--- src/rtl/ria_pkg.sv ---
package ria_pkg;
  typedef enum logic [1:0] {
    ALT_NONE = 2'b00,
    ALT_SRC  = 2'b01,
    ALT_DST  = 2'b10,
    ALT_RES  = 2'b11
  } alt_op_e;
endpackage

--- src/rtl/ria_addr_calc.sv ---
module ria_addr_calc #(
  parameter int DATA_W = 32,
  parameter int ADDR_W = 9
) (
  input  logic [DATA_W-1:0] idx_i,
  input  logic [DATA_W-1:0] base_i,
  output logic [ADDR_W-1:0] addr_o,
  output logic [DATA_W-1:0] idx_wb_o
);
  localparam int STEP_LSB = ADDR_W;
  localparam int STEP_MSB = 2*ADDR_W - 1;

  logic [ADDR_W-1:0] idx_lo;
  logic [ADDR_W-1:0] step;

  assign idx_lo = idx_i[ADDR_W-1:0];
  assign step   = base_i[STEP_MSB:STEP_LSB];

  // modulo-2^ADDR_W adds; carries are dropped on purpose
  assign addr_o   = idx_lo + base_i[ADDR_W-1:0];
  assign idx_wb_o = {idx_i[DATA_W-1:ADDR_W], idx_lo + step};
endmodule

--- src/rtl/ria_pending.sv ---
module ria_pending
  import ria_pkg::*;
#(
  parameter int ADDR_W = 9
) (
  input  logic              clk_i,
  input  logic              rst_ni,
  input  alt_op_e           op_i,
  input  logic [ADDR_W-1:0] addr_i,
  input  logic              prefix_i,
  input  logic              issue_i,
  output logic              pend_o,
  output alt_op_e           kind_o,
  output logic [ADDR_W-1:0] addr_o,
  output logic              prefix_o
);
  logic              pend_q;
  alt_op_e           kind_q;
  logic [ADDR_W-1:0] addr_q;
  logic              prefix_q;

  always_ff @(posedge clk_i or negedge rst_ni) begin
    if (!rst_ni) begin
      pend_q   <= 1'b0;
      kind_q   <= ALT_NONE;
      addr_q   <= '0;
      prefix_q <= 1'b0;
    end else if (op_i != ALT_NONE) begin
      pend_q   <= 1'b1;
      kind_q   <= op_i;
      addr_q   <= addr_i;
      prefix_q <= prefix_i;
    end else if (pend_q && issue_i) begin
      pend_q   <= 1'b0;
      prefix_q <= 1'b0;
    end
  end

  assign pend_o   = pend_q;
  assign kind_o   = kind_q;
  assign addr_o   = addr_q;
  assign prefix_o = pend_q & prefix_q;

  assert_hold_R6: assert property (@(posedge clk_i) disable iff (!rst_ni)
    (pend_q && !issue_i && op_i == ALT_NONE) |=> (pend_q && $stable(addr_q) && $stable(kind_q)));

  assert_clear_R6: assert property (@(posedge clk_i) disable iff (!rst_ni)
    (pend_q && issue_i && op_i == ALT_NONE) |=> !pend_q);

  assert_load_R1: assert property (@(posedge clk_i) disable iff (!rst_ni)
    (op_i != ALT_NONE) |=> (pend_q && addr_q == $past(addr_i)));
endmodule

--- src/rtl/ria_field_mux.sv ---
module ria_field_mux
  import ria_pkg::*;
#(
  parameter int INSTR_W = 32,
  parameter int ADDR_W  = 9
) (
  input  logic               pend_i,
  input  alt_op_e            kind_i,
  input  logic [ADDR_W-1:0]  addr_i,
  input  logic [INSTR_W-1:0] instr_i,
  output logic [ADDR_W-1:0]  src_o,
  output logic [ADDR_W-1:0]  dst_o,
  output logic [ADDR_W-1:0]  res_o
);
  localparam int SRC_LSB = 0;
  localparam int DST_LSB = ADDR_W;

  logic [ADDR_W-1:0] raw_src;
  logic [ADDR_W-1:0] raw_dst;

  assign raw_src = instr_i[SRC_LSB +: ADDR_W];
  assign raw_dst = instr_i[DST_LSB +: ADDR_W];

  always_comb begin
    src_o = raw_src;
    dst_o = raw_dst;
    if (pend_i && kind_i == ALT_SRC) src_o = addr_i;
    if (pend_i && kind_i == ALT_DST) dst_o = addr_i;
    // result address follows the (possibly substituted) destination
    res_o = (pend_i && kind_i == ALT_RES) ? addr_i : dst_o;
  end
endmodule

--- src/rtl/reg_indirect_subst.sv ---
module reg_indirect_subst
  import ria_pkg::*;
#(
  parameter int DATA_W  = 32,
  parameter int INSTR_W = 32,
  parameter int ADDR_W  = 9
) (
  input  logic               clk_i,
  input  logic               rst_ni,
  input  logic [1:0]         alt_op_i,
  input  logic               prefix_i,
  input  logic [DATA_W-1:0]  d_val_i,
  input  logic [DATA_W-1:0]  s_val_i,
  input  logic [INSTR_W-1:0] next_instr_i,
  input  logic               issue_i,
  output logic [ADDR_W-1:0]  src_o,
  output logic [ADDR_W-1:0]  dst_o,
  output logic [ADDR_W-1:0]  res_o,
  output logic [DATA_W-1:0]  wb_data_o,
  output logic               wb_en_o,
  output logic               pending_o,
  output logic               prefix_o
);
  localparam int DST_LSB = ADDR_W;

  alt_op_e           op;
  alt_op_e           kind;
  logic [ADDR_W-1:0] calc_addr;
  logic [ADDR_W-1:0] held_addr;

  assign op = alt_op_e'(alt_op_i);

  ria_addr_calc #(.DATA_W(DATA_W), .ADDR_W(ADDR_W)) u_calc (
    .idx_i   (d_val_i),
    .base_i  (s_val_i),
    .addr_o  (calc_addr),
    .idx_wb_o(wb_data_o)
  );

  ria_pending #(.ADDR_W(ADDR_W)) u_pend (
    .clk_i   (clk_i),
    .rst_ni  (rst_ni),
    .op_i    (op),
    .addr_i  (calc_addr),
    .prefix_i(prefix_i),
    .issue_i (issue_i),
    .pend_o  (pending_o),
    .kind_o  (kind),
    .addr_o  (held_addr),
    .prefix_o(prefix_o)
  );

  ria_field_mux #(.INSTR_W(INSTR_W), .ADDR_W(ADDR_W)) u_mux (
    .pend_i (pending_o),
    .kind_i (kind),
    .addr_i (held_addr),
    .instr_i(next_instr_i),
    .src_o  (src_o),
    .dst_o  (dst_o),
    .res_o  (res_o)
  );

  assign wb_en_o = (op != ALT_NONE);

  assert_wb_upper_R5: assert property (@(posedge clk_i) disable iff (!rst_ni)
    wb_en_o |-> wb_data_o[DATA_W-1:ADDR_W] == d_val_i[DATA_W-1:ADDR_W]);

  assert_src_only_R2: assert property (@(posedge clk_i) disable iff (!rst_ni)
    (pending_o && kind == ALT_SRC) |-> (dst_o == next_instr_i[DST_LSB +: ADDR_W] && res_o == dst_o));

  assert_res_follows_R3: assert property (@(posedge clk_i) disable iff (!rst_ni)
    (pending_o && kind == ALT_DST) |-> (res_o == dst_o && src_o == next_instr_i[ADDR_W-1:0]));

  assert_res_only_R4: assert property (@(posedge clk_i) disable iff (!rst_ni)
    (pending_o && kind == ALT_RES) |-> (dst_o == next_instr_i[DST_LSB +: ADDR_W]));

  assert_idle_R7: assert property (@(posedge clk_i) disable iff (!rst_ni)
    !pending_o |-> (src_o == next_instr_i[ADDR_W-1:0] && res_o == dst_o && !prefix_o));
endmodule

--- config.mk ---
export PLATFORM = sky130hd
export DESIGN_NAME = reg_indirect_subst
export DESIGN_NICKNAME = d
export VERILOG_FILES = /design/src/rtl/ria_pkg.sv /design/src/rtl/ria_addr_calc.sv /design/src/rtl/ria_pending.sv /design/src/rtl/ria_field_mux.sv /design/src/rtl/reg_indirect_subst.sv
export SDC_FILE = /design/constraint.sdc
export NUM_CORES = 1
export LEC_CHECK = 0
export BUFFER_PORTS_ARGS = -buffer_cell sky130_fd_sc_hd__buf_2
export CORE_MARGIN = 2
export CORE_UTILIZATION = 30
export DETAILED_ROUTE_END_ITERATION = 16
export GPL_TIMING_DRIVEN = 0
export PLACE_DENSITY_LB_ADDON = 0.2
export SETUP_SLACK_MARGIN = 0.3
export SYNTH_ARGS = -nofsm -noshare
export SYNTH_HDL_FRONTEND = slang
export SYNTH_SLANG_ARGS = --single-unit
--- constraint.sdc ---
create_clock -name clk_i -period 5.2 [get_ports clk_i]
set_input_delay 0.52 -clock clk_i [delete_from_list [all_inputs] [get_ports clk_i]]
set_output_delay 0.52 -clock clk_i [all_outputs]
set_load 0.01 [all_outputs]
# ---- Yosys cells after proc, flatten, opt, wreduce, memory -nomap -nowiden
# Index checks and enable logic that the tools add are counted.
dict set report op_classes {
  addsub 2
  n_eq_ne 3
  mux 6
  n_bitwise 1
  reduce_logical 6
}
# op n
set op_table {}
lappend op_table {{9-bit 2-to-1 mux} 3}
lappend op_table {{9-bit adder} 2}
lappend op_table {{2-bit equality test, second input constant} 2}
lappend op_table {{1-bit logical AND} 4}
lappend op_table {{2-bit nonzero test} 2}
lappend op_table {{1-bit 2-to-1 mux} 3}
lappend op_table {{2-bit by 1-bit equality test with 1-bit output, second input constant} 1}
lappend op_table {{1-bit AND} 1}
dict set report word_totals {
  register_bits 13
  input_bits 102
  out_inout_bits 62
}

# ---- Longest topological paths before layout
dict set report depth {
  word_depth 4
  depth_mapped 7
}

# ---- Hierarchy
# From an unflattened synthesis, not the netlist that was laid out.
dict set report hier_totals {
  hier_cells 169
  area_unflattened_um2 1742.9
}
# module n_inst cells_each area_each_um2 seq_area_each_um2
set modules_own_cells {}
lappend modules_own_cells {ria_addr_calc 1 105 862.1 0.0}
lappend modules_own_cells {ria_pending 1 33 533.0 325.3}
lappend modules_own_cells {ria_field_mux 1 30 341.6 0.0}
lappend modules_own_cells {reg_indirect_subst 1 1 6.3 0.0}

# ---- Least setup slack after synthesis
# OpenSTA, ideal clock, no wires.
dict set report synth_timing {
  path_type {input port to output port}
  from {input port d_val_i[0]}
  to {output port wb_data_o[8]}
  arrival_ps 2052
  required_time_ps 4680
  setup_slack_ps 2628
  cell_stages 7
  path_cell_list {ha_1 fa_1 a21o_1 a2111oi_4 o21bai_2 a21oi_2 xnor2_1}
}
dict set report synth_between {
  elab_chain_cells 1
}
# item line_no
set synth_lines {}
lappend synth_lines {{start: declaration} reg_indirect_subst.sv:12} ;# input logic [DATA_W-1:0] d_val_i,
lappend synth_lines {{9-bit adder} ria_addr_calc.sv:21} ;# assign idx_wb_o = {idx_i[DATA_W-1:ADDR_W], idx_lo + step};
lappend synth_lines {{end: declaration} reg_indirect_subst.sv:19} ;# output logic [DATA_W-1:0] wb_data_o,
# Every way passes these cells.

# ---- Final worst setup path
# Same ends and word-level chain as after synthesis.

==> flow_metrics.py <==
metrics = {
    "status": {
        "status": "finished clean",
    },
    "drt": {
        "drc": 0,
        "firstDrtPassIters": 4,
        "ant_nets": 0,
        "drtIter0Drc": 18,
        "drt_wl_total_mm": 3.88,
        "vias": 1616,
        "wl_per_cell_um": 10.7,
        "vias_per_cell": 4.46,
    },
    "power": {
        "p_sw_share_pct": 35.3,
        "power_density_mw_per_mm2": 198,
        "combPwrFrac_pct": 52.7,
        "p_int_w": 0.000298,
        "p_sw_w": 0.000162,
        "seq_power_share_pct": 28.6,
        "peakVddDrop_uv": 99.3,
        "power_leakage_nw": 1.21,
        "clkPwrFrac_pct": 18.7,
    },
    "placed_design": {
        "globalplace.congestion": 0.667,
        "dpl_cell_area_mm2": 0.00228,
        "numPortBuffers": 112,
        "hpwlAfterDp_mm": 3.45,
    },
    "layout": {
        "finalInstanceArea_mm2": 0.00233,
        "nets": 413,
        "drive_gt1_share_pct": 59.2,
        "multi_input_area_mm2": 0.00110,
        "syn_to_final_growth_pct": 42.5,
        "layout_commonest_cell": "buf_2",
        "seq_area_um2": 325,
        "fill_cells": 520,
        "final_cell_mix": "113 x buf_2, 29 x mux2_2, 23 x buf_4",
        "post-route-util_pct": 45.0,
        "diodes": 0,
    },
    "sta": {
        "fin_skew_ns": 0.0000529,
        "finalHoldViolCount": 0,
        "finalMaxSlewViolations": 0,
        "tns_ns": 0,
        "setup_viol": 0,
        "fmax_mhz": 345,
        "fin_crit_ns": 2.90,
        "fin_crit_sh_pct": 55.8,
        "rsz0062_at_grt": "no",
        "slew_headroom_pct": 68.4,
        "worst_pin_slew_ns": 0.472,
    },
    "worst_setup_path": {
        "cp.arrival_ns": 2.38,
        "cpPeakStageDelay_ns": 0.41,
        "path_cells": "buf_2, ha_1, fa_1, a21o_1, a2111oi_4, o21bai_2, a21oi_2, xnor2_1, buf_2",
        "worstSetupStartpointType": "input port",
        "reg2reg_from": "u_pend.addr_o[0]",
        "critPathTopFamily": "compound AO/OA/AOI/OAI gates",
        "cp_slowest_cell": "fa_1",
        "worstPathMaxFanout": 2,
        "required_ns": 4.68,
        "crit_type": "in -> out",
        "r2r_end": "u_pend.addr_o[0]",
        "crit_path_frequent_cell": "buf_2",
        "path_buf_inv": 2,
        "reg2regPathDepth": 1,
        "end_kind": "output port",
        "r2r_slack_ns": 4.42,
    },
    "logic_synthesis": {
        "synth_edf_count": 0,
        "syn_inst": 176,
        "synthArstFlopShare_pct": 100,
        "seq_area_frac_synth_pct": 19.9,
        "synth_top_area_cell": "mux2_2",
        "ys_types": 33,
        "synth_area_leaders": "mux2_2 20%, dfrtp_1 20%, ha_1 12%",
        "syn_avg_cell_area_um2": 9.28,
        "synth_fp_nets": 296,
        "synthFlopType": "dfrtp_1",
        "synth_top_area_share_pct": 20.0,
        "synth_warnings": 0,
        "synth_area_mm2": 0.00163,
        "ys_ff_latch": 13,
    },
    "clocking": {
        "cts_root_buf": "clkbuf_8",
        "ctsHoldBuffers": 0,
        "clk_latency_ns": 0.23,
        "htree_levels": 1,
        "clkSinkCount": 13,
        "cts_buffers": 3,
        "post_cts_buffers": 0,
        "cts_tree": "yes",
        "path_clk_slew_ns": 0.05,
        "cts_resized": 0,
        "clockBufferDepth": 2,
    },
    "floorplan": {
        "die_x_um": 77.8,
        "coreArea_mm2": 0.00517,
        "num_io_pins": 164,
        "die-area_mm2": 0.00605,
        "die_h_um": 77.8,
        "initial_core_util_pct": 31.6,
        "fp-row-count": 26,
    },
    "global_routing": {
        "antenna_found_initial": 0,
        "grt_pass1_wl_mm": 6.71,
        "grt_usage_pct": 13.1,
        "overflow": 0,
        "grt_max_degree": 14,
        "grt_pass1_vias": 1516,
    },
    "min_path": {
        "hold_class": "in -> async",
    },
    "flow_run": {
        "cap_violations": 0,
    },
}
==> cell usage after synthesis (2+ instances only) <==
library cell / n
fa_1: 2
o21ai_0: 15
a21o_1: 4
a211oi_1: 4
a21oi_1: 5
a31oi_1: 2
mux2_2: 29
xor2_1: 6
inv_1: 6
nor2_1: 8
ha_1: 16
buf_4: 23
nand3_1: 4
nor3_1: 3
dfrtp_1: 13
xnor2_1: 8
o211ai_1: 2
o21bai_1: 2
nand2_1: 10
==> final cells by class <==
| cell class | instances | share of cell area, % |
|---|---|---|
| multi-input combinational | 131 | 47.3 |
| timing repair buffer | 112 | 24.1 |
| sequential | 13 | 14.0 |
| buffer | 25 | 7.80 |
| tap | 70 | 3.77 |
| clock buffer | 4 | 1.94 |
| inverter | 7 | 1.13 |
==> worst max path at each step <==
| stage | start | end | slack, ns | cells past startpoint |
|---|---|---|---|---|
| final | d_val_i[0] | wb_data_o[8] | 2.30 | 9 |
| after global routing | d_val_i[0] | wb_data_o[8] | 2.14 | 9 |
| after CTS | d_val_i[0] | wb_data_o[8] | 2.28 | 9 |
| after detailed placement | d_val_i[0] | wb_data_o[8] | 2.30 | 9 |
| after global placement | d_val_i[0] | wb_data_o[8] | 2.32 | 9 |
| after floorplan | d_val_i[0] | wb_data_o[8] | 2.63 | 7 |
==> sequential cells by signal, summed over array words and instances (netlist names) <==
register / flops
u_pend.kind_o: 2
u_pend.prefix_q: 1
u_pend.pend_o: 1
u_pend.addr_o: 9
==> per-stage QoR <==
| step | hold slack [ns] | cells | power [W] | setup WS [ns] |
|---|---|---|---|---|
| floorplan | 0.224 | 176 | 0.000287 | 2.63 |
| global placement | 0.416 | 358 | 0.000377 | 2.32 |
| detailed placement | 0.419 | 358 | 0.000380 | 2.30 |
| CTS | 0.164 | 362 | 0.000469 | 2.28 |
| global route | 0.175 | 362 | 0.000501 | 2.14 |
| finish | 0.154 | 362 | 0.000460 | 2.30 |
==> cell families after synthesis <==
kind of cell    count (synthesis)  synth area share [%]
compound gates                 38                  15.9
xor+xnor                       14                  7.51
fa+ha+maj                      18                  14.7
buf+inv                        32                  12.7
flops                          13                  19.9
mux                            29                  20.0
simple gates                   32                  9.27
==> metal layers <==
metal  routed length [µm]  vias up  part of all wire (%)  GRT usage (%)
met4                   42        0                   1.1           3.75
li1                     -      843                     -              -
met2                 1810       78                    47           22.0
met5                    0        -                     0              0
met3                  367        5                   9.5           2.56
met1                 1660      690                    43           17.0
==> power by group through the flow <==
stage,Clock [W],Combinational [W],Sequential [W]
2_1_floorplan,0,0.000158,0.000128
3_3_place_gp,0,0.000243,0.000134
3_5_place_dp,0,0.000245,0.000135
4_1_cts,0.0000887,0.000247,0.000133
5_1_grt,0.0000934,0.000272,0.000136
6_report,0.0000859,0.000243,0.000132
No activity file was read; power rests on OpenSTA's default activity.
